File: src/rtl/keyed_wren_pkg.sv
package keyed_wren_pkg;
   localparam int unsigned DEF_DATA_W = 8;
   localparam logic [7:0]  DEF_KEY_A  = 8'h55;
   localparam logic [7:0]  DEF_KEY_B  = 8'hAA;

   typedef enum logic [1:0] {
      ENA_HOLD  = 2'd0,
      ENA_SET   = 2'd1,
      ENA_CLEAR = 2'd2
   } ena_op_e;
endpackage

File: src/rtl/keyed_wren_matcher.sv
module keyed_wren_matcher #(
   parameter int unsigned DATA_W = 8,
   parameter logic [DATA_W-1:0] KEY_A = 8'h55,
   parameter logic [DATA_W-1:0] KEY_B = 8'hAA
) (
   input  logic              clk,
   input  logic              rst_n,
   input  logic              key_wr,
   input  logic [DATA_W-1:0] key_data,
   output logic              armed_o,
   output logic              seq_done_o
);
   logic armed_q;
   logic armed_d;
   logic hit_a;
   logic hit_b;

   if (KEY_A == KEY_B) begin : g_bad_keys
      $error("keyed_wren_matcher: the two key bytes must differ");
   end

   assign hit_a = (key_data == KEY_A);
   assign hit_b = (key_data == KEY_B);

   // Progress advances only on key writes; any unexpected byte drops it.
   always_comb begin
      armed_d = armed_q;
      if (key_wr) begin
         armed_d = !armed_q && hit_a;
      end
   end

   always_ff @(posedge clk) begin
      if (!rst_n) armed_q <= 1'b0;
      else        armed_q <= armed_d;
   end

   assign armed_o    = armed_q;
   assign seq_done_o = key_wr && armed_q && hit_b;

   // a wrong byte after the first key leaves no progress
   a_r6_wrong_byte_drops: assert property (@(posedge clk) disable iff (!rst_n)
      (armed_q && key_wr && !hit_b) |=> !armed_q);
   // idle cycles keep progress
   a_r10_idle_keeps: assert property (@(posedge clk) disable iff (!rst_n)
      (armed_q && !key_wr) |=> armed_q);
endmodule

File: src/rtl/keyed_wren_window.sv
module keyed_wren_window #(
   parameter int unsigned WINDOW_CYC = 1
) (
   input  logic clk,
   input  logic rst_n,
   input  logic open_req,
   input  logic cancel,
   output logic open_o
);
   if (WINDOW_CYC < 1) begin : g_bad_window
      $error("keyed_wren_window: WINDOW_CYC must be at least 1");
   end

   if (WINDOW_CYC == 1) begin : g_single
      logic open_q;
      always_ff @(posedge clk) begin
         if (!rst_n) open_q <= 1'b0;
         else        open_q <= open_req;
      end
      assign open_o = open_q;
   end else begin : g_count
      localparam int unsigned CNT_W = $clog2(WINDOW_CYC + 1);
      localparam logic [CNT_W-1:0] CNT_LOAD = CNT_W'(WINDOW_CYC);
      logic [CNT_W-1:0] cnt_q;
      always_ff @(posedge clk) begin
         if (!rst_n)             cnt_q <= '0;
         else if (open_req)      cnt_q <= CNT_LOAD;
         else if (cancel)        cnt_q <= '0;
         else if (cnt_q != '0)   cnt_q <= cnt_q - 1'b1;
      end
      assign open_o = (cnt_q != '0);

      // the window never holds more than its length
      a_r7_window_bound: assert property (@(posedge clk) disable iff (!rst_n)
         cnt_q <= CNT_LOAD);
   end
endmodule

File: src/rtl/keyed_wren_enable.sv
module keyed_wren_enable
   import keyed_wren_pkg::*;
(
   input  logic clk,
   input  logic rst_n,
   input  logic ctl_wr,
   input  logic ctl_val,
   input  logic window_open,
   output logic set_take_o,
   output logic wren_o
);
   ena_op_e op;
   logic    wren_q;

   always_comb begin
      op = ENA_HOLD;
      if (ctl_wr && !ctl_val)                  op = ENA_CLEAR;
      else if (ctl_wr && ctl_val && window_open) op = ENA_SET;
   end

   always_ff @(posedge clk) begin
      if (!rst_n) begin
         wren_q <= 1'b0;
      end else begin
         unique case (op)
            ENA_SET:   wren_q <= 1'b1;
            ENA_CLEAR: wren_q <= 1'b0;
            default:   wren_q <= wren_q;
         endcase
      end
   end

   assign set_take_o = (op == ENA_SET);
   assign wren_o     = wren_q;

   // a clear request always takes effect
   a_r5_clear_free: assert property (@(posedge clk) disable iff (!rst_n)
      (ctl_wr && !ctl_val) |=> !wren_q);
   // a set with the window shut changes nothing
   a_r4_closed_set_ignored: assert property (@(posedge clk) disable iff (!rst_n)
      (!window_open && ctl_wr && ctl_val) |=> $stable(wren_q));
endmodule

File: src/rtl/keyed_wren_guard.sv
module keyed_wren_guard
   import keyed_wren_pkg::*;
#(
   parameter int unsigned DATA_W     = DEF_DATA_W,
   parameter logic [DATA_W-1:0] KEY_A = DATA_W'(DEF_KEY_A),
   parameter logic [DATA_W-1:0] KEY_B = DATA_W'(DEF_KEY_B),
   parameter int unsigned WINDOW_CYC = 1
) (
   input  logic              clk,
   input  logic              rst_n,
   input  logic              key_wr,
   input  logic [DATA_W-1:0] key_data,
   input  logic              ctl_wr,
   input  logic              ctl_wren_val,
   output logic              wren_o,
   output logic              window_open_o
);
   logic armed;
   logic seq_done;
   logic win_open;
   logic set_take;
   logic win_cancel;

   if (DATA_W < 2) begin : g_bad_width
      $error("keyed_wren_guard: DATA_W must be at least 2");
   end

   keyed_wren_matcher #(
      .DATA_W (DATA_W),
      .KEY_A  (KEY_A),
      .KEY_B  (KEY_B)
   ) matcher_i (
      .clk        (clk),
      .rst_n      (rst_n),
      .key_wr     (key_wr),
      .key_data   (key_data),
      .armed_o    (armed),
      .seq_done_o (seq_done)
   );

   assign win_cancel = key_wr || set_take;

   keyed_wren_window #(
      .WINDOW_CYC (WINDOW_CYC)
   ) window_i (
      .clk      (clk),
      .rst_n    (rst_n),
      .open_req (seq_done),
      .cancel   (win_cancel),
      .open_o   (win_open)
   );

   keyed_wren_enable enable_i (
      .clk         (clk),
      .rst_n       (rst_n),
      .ctl_wr      (ctl_wr),
      .ctl_val     (ctl_wren_val),
      .window_open (win_open),
      .set_take_o  (set_take),
      .wren_o      (wren_o)
   );

   assign window_open_o = win_open;

   // the enable rises only after a set request inside the window
   a_r3_rise_needs_window: assert property (@(posedge clk) disable iff (!rst_n)
      $rose(wren_o) |-> $past(window_open_o && ctl_wr && ctl_wren_val));
   // the window opens only right after the second key byte
   a_r2_open_after_key: assert property (@(posedge clk) disable iff (!rst_n)
      $rose(window_open_o) |-> $past(key_wr && key_data == KEY_B && armed));
   // a key write inside the window shuts it
   a_r8_key_closes: assert property (@(posedge clk) disable iff (!rst_n)
      (window_open_o && key_wr) |=> !window_open_o);
   // an accepted set shuts the window
   a_r3_set_closes: assert property (@(posedge clk) disable iff (!rst_n)
      (window_open_o && ctl_wr && ctl_wren_val) |=> (!window_open_o && wren_o));
endmodule

File: config.mk
export PLATFORM = sky130hd
export DESIGN_NAME = keyed_wren_guard
export DESIGN_NICKNAME = d
export VERILOG_FILES = /design/src/rtl/keyed_wren_pkg.sv /design/src/rtl/keyed_wren_matcher.sv /design/src/rtl/keyed_wren_window.sv /design/src/rtl/keyed_wren_enable.sv /design/src/rtl/keyed_wren_guard.sv
export SDC_FILE = /design/constraint.sdc
export NUM_CORES = 1
export LEC_CHECK = 0
export BUFFER_PORTS_ARGS = -buffer_cell sky130_fd_sc_hd__buf_2
export CORE_AREA = 2 2 39 41
export CTS_CLUSTER_SIZE = 30
export DETAILED_ROUTE_END_ITERATION = 8
export DIE_AREA = 0 0 41 43
export GPL_ROUTABILITY_DRIVEN = 0
export GPL_TIMING_DRIVEN = 0
export MAX_ROUTING_LAYER = met4
export PLACE_DENSITY_LB_ADDON = 0.3
export SLEW_MARGIN = 20
export SYNTH_ARGS = -nofsm -noshare
export SYNTH_HDL_FRONTEND = slang
export SYNTH_SLANG_ARGS = --single-unit
File: constraint.sdc
create_clock -name clk -period 2.5 [get_ports clk]
set_clock_uncertainty 0.2 [all_clocks]
set_input_delay 0.375 -clock clk [delete_from_list [all_inputs] [get_ports clk]]
set_output_delay 0.375 -clock clk [all_outputs]
set_load 0.05 [all_outputs]
# Word level (Yosys, flattened, before mapping)
# Index checks and enable logic that the tools add are counted.
# word_totals
ff_bits,3
in_bits,13
out_inout_bits,2
elab_cells,19
# classes
n_eq_ne,4
n_mux,3
reduce_logical,9
# op_table
operator,n
"8-bit by 7-bit equality test with 1-bit output, second input constant",1
"8-bit equality test, second input constant",1
1-bit logical AND,6
"2-bit by 1-bit equality test with 1-bit output, second input constant",1
"2-bit equality test, second input constant",1
1-bit logical NOT,2
2-bit two-way mux,1
1-bit one-hot mux with 2 select lines,1
2-bit nonzero test,1
1-bit two-way mux,1

# Logic depth before layout (Yosys ltp)
# depth
ltp_word,6
ltp_mapped,2

# By module
# From an unflattened synthesis, not the netlist that was laid out.
# unflattened
hier_cells,18
area_unflattened_um2,177.7
# modules_own_cells
module,instances,cells_per_inst,area_each_um2,seq_area_each_um2
keyed_wren_matcher,1,10,93.8,20.0
keyed_wren_enable,1,5,51.3,20.0
keyed_wren_window,1,2,26.3,20.0
keyed_wren_guard,1,1,6.3,0.0

# Worst setup path before layout
# No wires, ideal clock.
# synth_path
path_type,flip-flop to output port
start,reg enable_i.wren_q (netlist: enable_i.wren_o)
end,out wren_o
arrival_ns,0.603
required_time_ns,1.925
path_slack_ns,1.322
stages_incl_launch_ff,1
n_path_buf,0
cell_sequence,dfxtp_1
# synth_lines
element,line_no,rtl
start: declaration,keyed_wren_enable.sv:13,logic wren_q;
start signal: assignment,keyed_wren_enable.sv:28,default: wren_q <= wren_q;
end: declaration,keyed_wren_guard.sv:15,"output logic wren_o,"
# No word-level cell between the ends.

# Worst setup path in the final report
# layout_path
start,reg window_i.g_single.open_q (netlist: window_i.open_o)
end,out window_open_o
# layout_lines
element,line_no,rtl
start: declaration,keyed_wren_window.sv:15,logic open_q;
start signal: assignment,keyed_wren_window.sv:18,else open_q <= open_req;
end: declaration,keyed_wren_guard.sv:16,output logic window_open_o
# No word-level cell between the ends.

==> impl_metrics.csv <==
group,metric,value,unit
worst_setup_path,critPathRequiredTime,1.92,ns
worst_setup_path,rr_startpoint,"matcher_i.armed_o",
worst_setup_path,slowest_stage,"dfxtp_1",
floorplanning,die_w,41,um
worst_setup_path,reg2regPathDepth,2,
synthesis,synth_ff_type,"dfxtp_1",
run,maxCapViolCount,0,
synthesis,syn-cell-area,165,um2
synthesis,synth_edf_count,0,
worst_hold_path,min_from,"key_data[7]",
global_route,grt_pass1_wl,662,um
worst_setup_path,arrival,0.81,ns
sta,relSlewSlack,84.9,%
sta,report.final.slew_viol_count,0,
detailed_routing,drtIter0Drc,0,
sta,timing.final.crit_share,55.3,%
cells_and_area,n_antenna_cell,0,
detailed_routing,drc_errors,0,
power_and_ir_drop,combPwrFrac,11.0,%
cells_and_area,seq_area,60.1,um2
clock_network,htreeDepth,1,
power_and_ir_drop,leakagePower,0.125,nW
clock_network,cts_resized,0,
worst_setup_path,critPathMaxStageDelay,0.32,ns
sta,worst_hold_slack,0.205,ns
worst_setup_path,start_kind,"register",
worst_hold_path,hold_path.class,"input pin to register",
synthesis,synth_top_cells_by_count,"3 x dfxtp_1, 3 x nand4bb_1, 2 x nand3b_1, 2 x nor3_1",
clock_network,path_clk_slew,0.04,ns
floorplanning,start_util,11.9,%
global_route,grt_usage,6.17,%
detailed_routing,dr.pass1.iters,1,
floorplanning,die_y,43,um
synthesis,synthCells,16,
worst_setup_path,crit_path_end_kind,"primary output",
worst_hold_path,min_path_cells,3,
floorplanning,dieArea,1760,um2
status,outcome,"finished, final reports clean",
sta,rsz0062_at_grt,"false",
power_and_ir_drop,p_sw,0.0332,mW
worst_setup_path,cp_num_buf_inv,1,
synthesis,yosysSeqAreaShare,36.4,%
worst_setup_path,crit_family,"flip-flops",
sta,min_period,1.38,ns
global_route,grt_overflow,0,
synthesis,yosys.area.top_type,"dfxtp_1",
sta,fin_tns_setup,0,ns
worst_setup_path,crit_chain,"buf_2",
floorplanning,io_pins,15,
clock_network,cts_buffers,3,
power_and_ir_drop,p_sw_share,21.9,%
power_and_ir_drop,clkPwrFrac,57.2,%
global_route,grt_pass1_vias,184,
synthesis,ys_seq_elements,3,
detailed_routing,antenna_left,0,
cells_and_area,final.fill_count,160,
synthesis,netlist.area_leader.share,36.4,%
clock_network,insertion_delay,0.23,ns
synthesis,synth_nets,29,
clock_network,cts_buffer_depth,2,
placed_design,hpwl,369,um
synthesis,synthDistinctLibCells,10,
synthesis,synthArstFlopShare,0,%
synthesis,ys_warn_count,0,
clock_network,post_cts_buffers,0,
placed_design,portBuffers,14,
power_and_ir_drop,ir_worst_vdd,0.000106,V
worst_setup_path,crit_fanout,2,
clock_network,cts_tree,"done",
clock_network,clock_sinks,3,
sta,fmax,0.723,GHz
cells_and_area,syn2layout_area_growth,70.5,%
power_and_ir_drop,internal_power,0.118,mW
sta,setup_viol,0,
synthesis,synth.area.top_cells,"dfxtp_1 36%, nand4bb_1 20%, o41ai_2 9.8%, nand3b_1 9.1%, nor3_1 6.1%",
global_route,grt_max_degree,4,
detailed_routing,wl,439,um
floorplanning,core_area,1380,um2
clock_network,cts_root_buf,"clkbuf_4",
clock_network,holdBufCountCts,0,
detailed_routing,vias_per_cell,3.88,
synthesis,syn_area_per_cell,10.3,um2
worst_setup_path,startpoint,"window_i.open_o",
cells_and_area,multi_input_area,101,um2
sta,worst_slew_pin_slew,0.224,ns
detailed_routing,vias,194,
sta,finalHoldViolations,0,
worst_setup_path,crit_type,"register to primary output",
cells_and_area,nNetsFinal,48,
worst_setup_path,cp.depth,1,
detailed_routing,wl_per_cell,8.78,um
floorplanning,rows,14,
power_and_ir_drop,seqPwrFrac,31.8,%
power_and_ir_drop,pwr_density_cell,538,nW/um2
cells_and_area,drive_gt1_share,52.9,%
global_route,antenna_found_initial,0,
[layout make-up]
cell class | count | share of cell area [%]
clock buffers | 4 | 9.33
inverters | 1 | 1.33
multi-input cells | 12 | 36.0
flip-flops and latches | 3 | 21.3
well taps | 16 | 7.11
repair buffers | 14 | 24.9
[layer usage]
metal	track usage (%)	routed length (um)	part of all wire [%]	vias to the layer above
met3	4.71	72	16	0
met2	6.88	161	37	15
met4	4.00	0	0	0
met1	7.40	205	47	81
met5	-	0	0	-
li1	-	-	-	98
[final timing paths]
path | slack [ns] | endpoint
min reg2reg | 0.31 | enable_i.wren_o
max reg2reg | 1.49 | matcher_i.armed_o
min | 0.20 | window_i.open_o
max | 1.12 | window_open_o
[flip-flops by register name, summed over array words and instances (netlist names)]
signal             count
matcher_i.armed_o      1
window_i.open_o        1
enable_i.wren_o        1
[metrics by stage]
step	utilization, %	setup slack, ns	cells	power (mW)	cell area, um2
5_1_grt	20.3	1.07	50	0.161	282
6_report	20.3	1.12	50	0.152	282
2_1_floorplan	-	1.32	16	0.0543	165
3_5_place_dp	18.4	1.20	46	0.0659	255
4_1_cts	20.3	1.11	50	0.157	282
3_3_place_gp	18.4	1.20	46	0.0661	255
[cell usage in the layout, fill, tap and decap left out]
master | Yosys | final
inv_1 | 1 | 1
clkbuf_1 | 0 | 1
nand3b_1 | 2 | 2
nand2b_1 | 1 | 1
clkbuf_4 | 0 | 3
dfxtp_1 | 3 | 3
buf_2 | 0 | 14
a21oi_1 | 1 | 1
nand4bb_1 | 3 | 3
nor2b_1 | 1 | 1
nand4b_1 | 1 | 1
nor3_1 | 2 | 2
o41ai_2 | 1 | 1
[logic make-up after synthesis]
family          share of synthesized area (%)
buf+inv                                  2.27
compound gates                           12.9
flops                                    36.4
simple gates                             48.5
[power by group through the flow]
| stage | Clock (mW) | Combinational (mW) | Sequential, mW |
|---|---|---|---|
| 3_5_place_dp | 0 | 0.0170 | 0.0489 |
| 2_1_floorplan | 0 | 0.00536 | 0.0489 |
| 4_1_cts | 0.0915 | 0.0169 | 0.0481 |
| 6_report | 0.0868 | 0.0167 | 0.0481 |
| 5_1_grt | 0.0947 | 0.0183 | 0.0481 |
| 3_3_place_gp | 0 | 0.0172 | 0.0489 |
No activity file was read; power rests on OpenSTA's default activity.
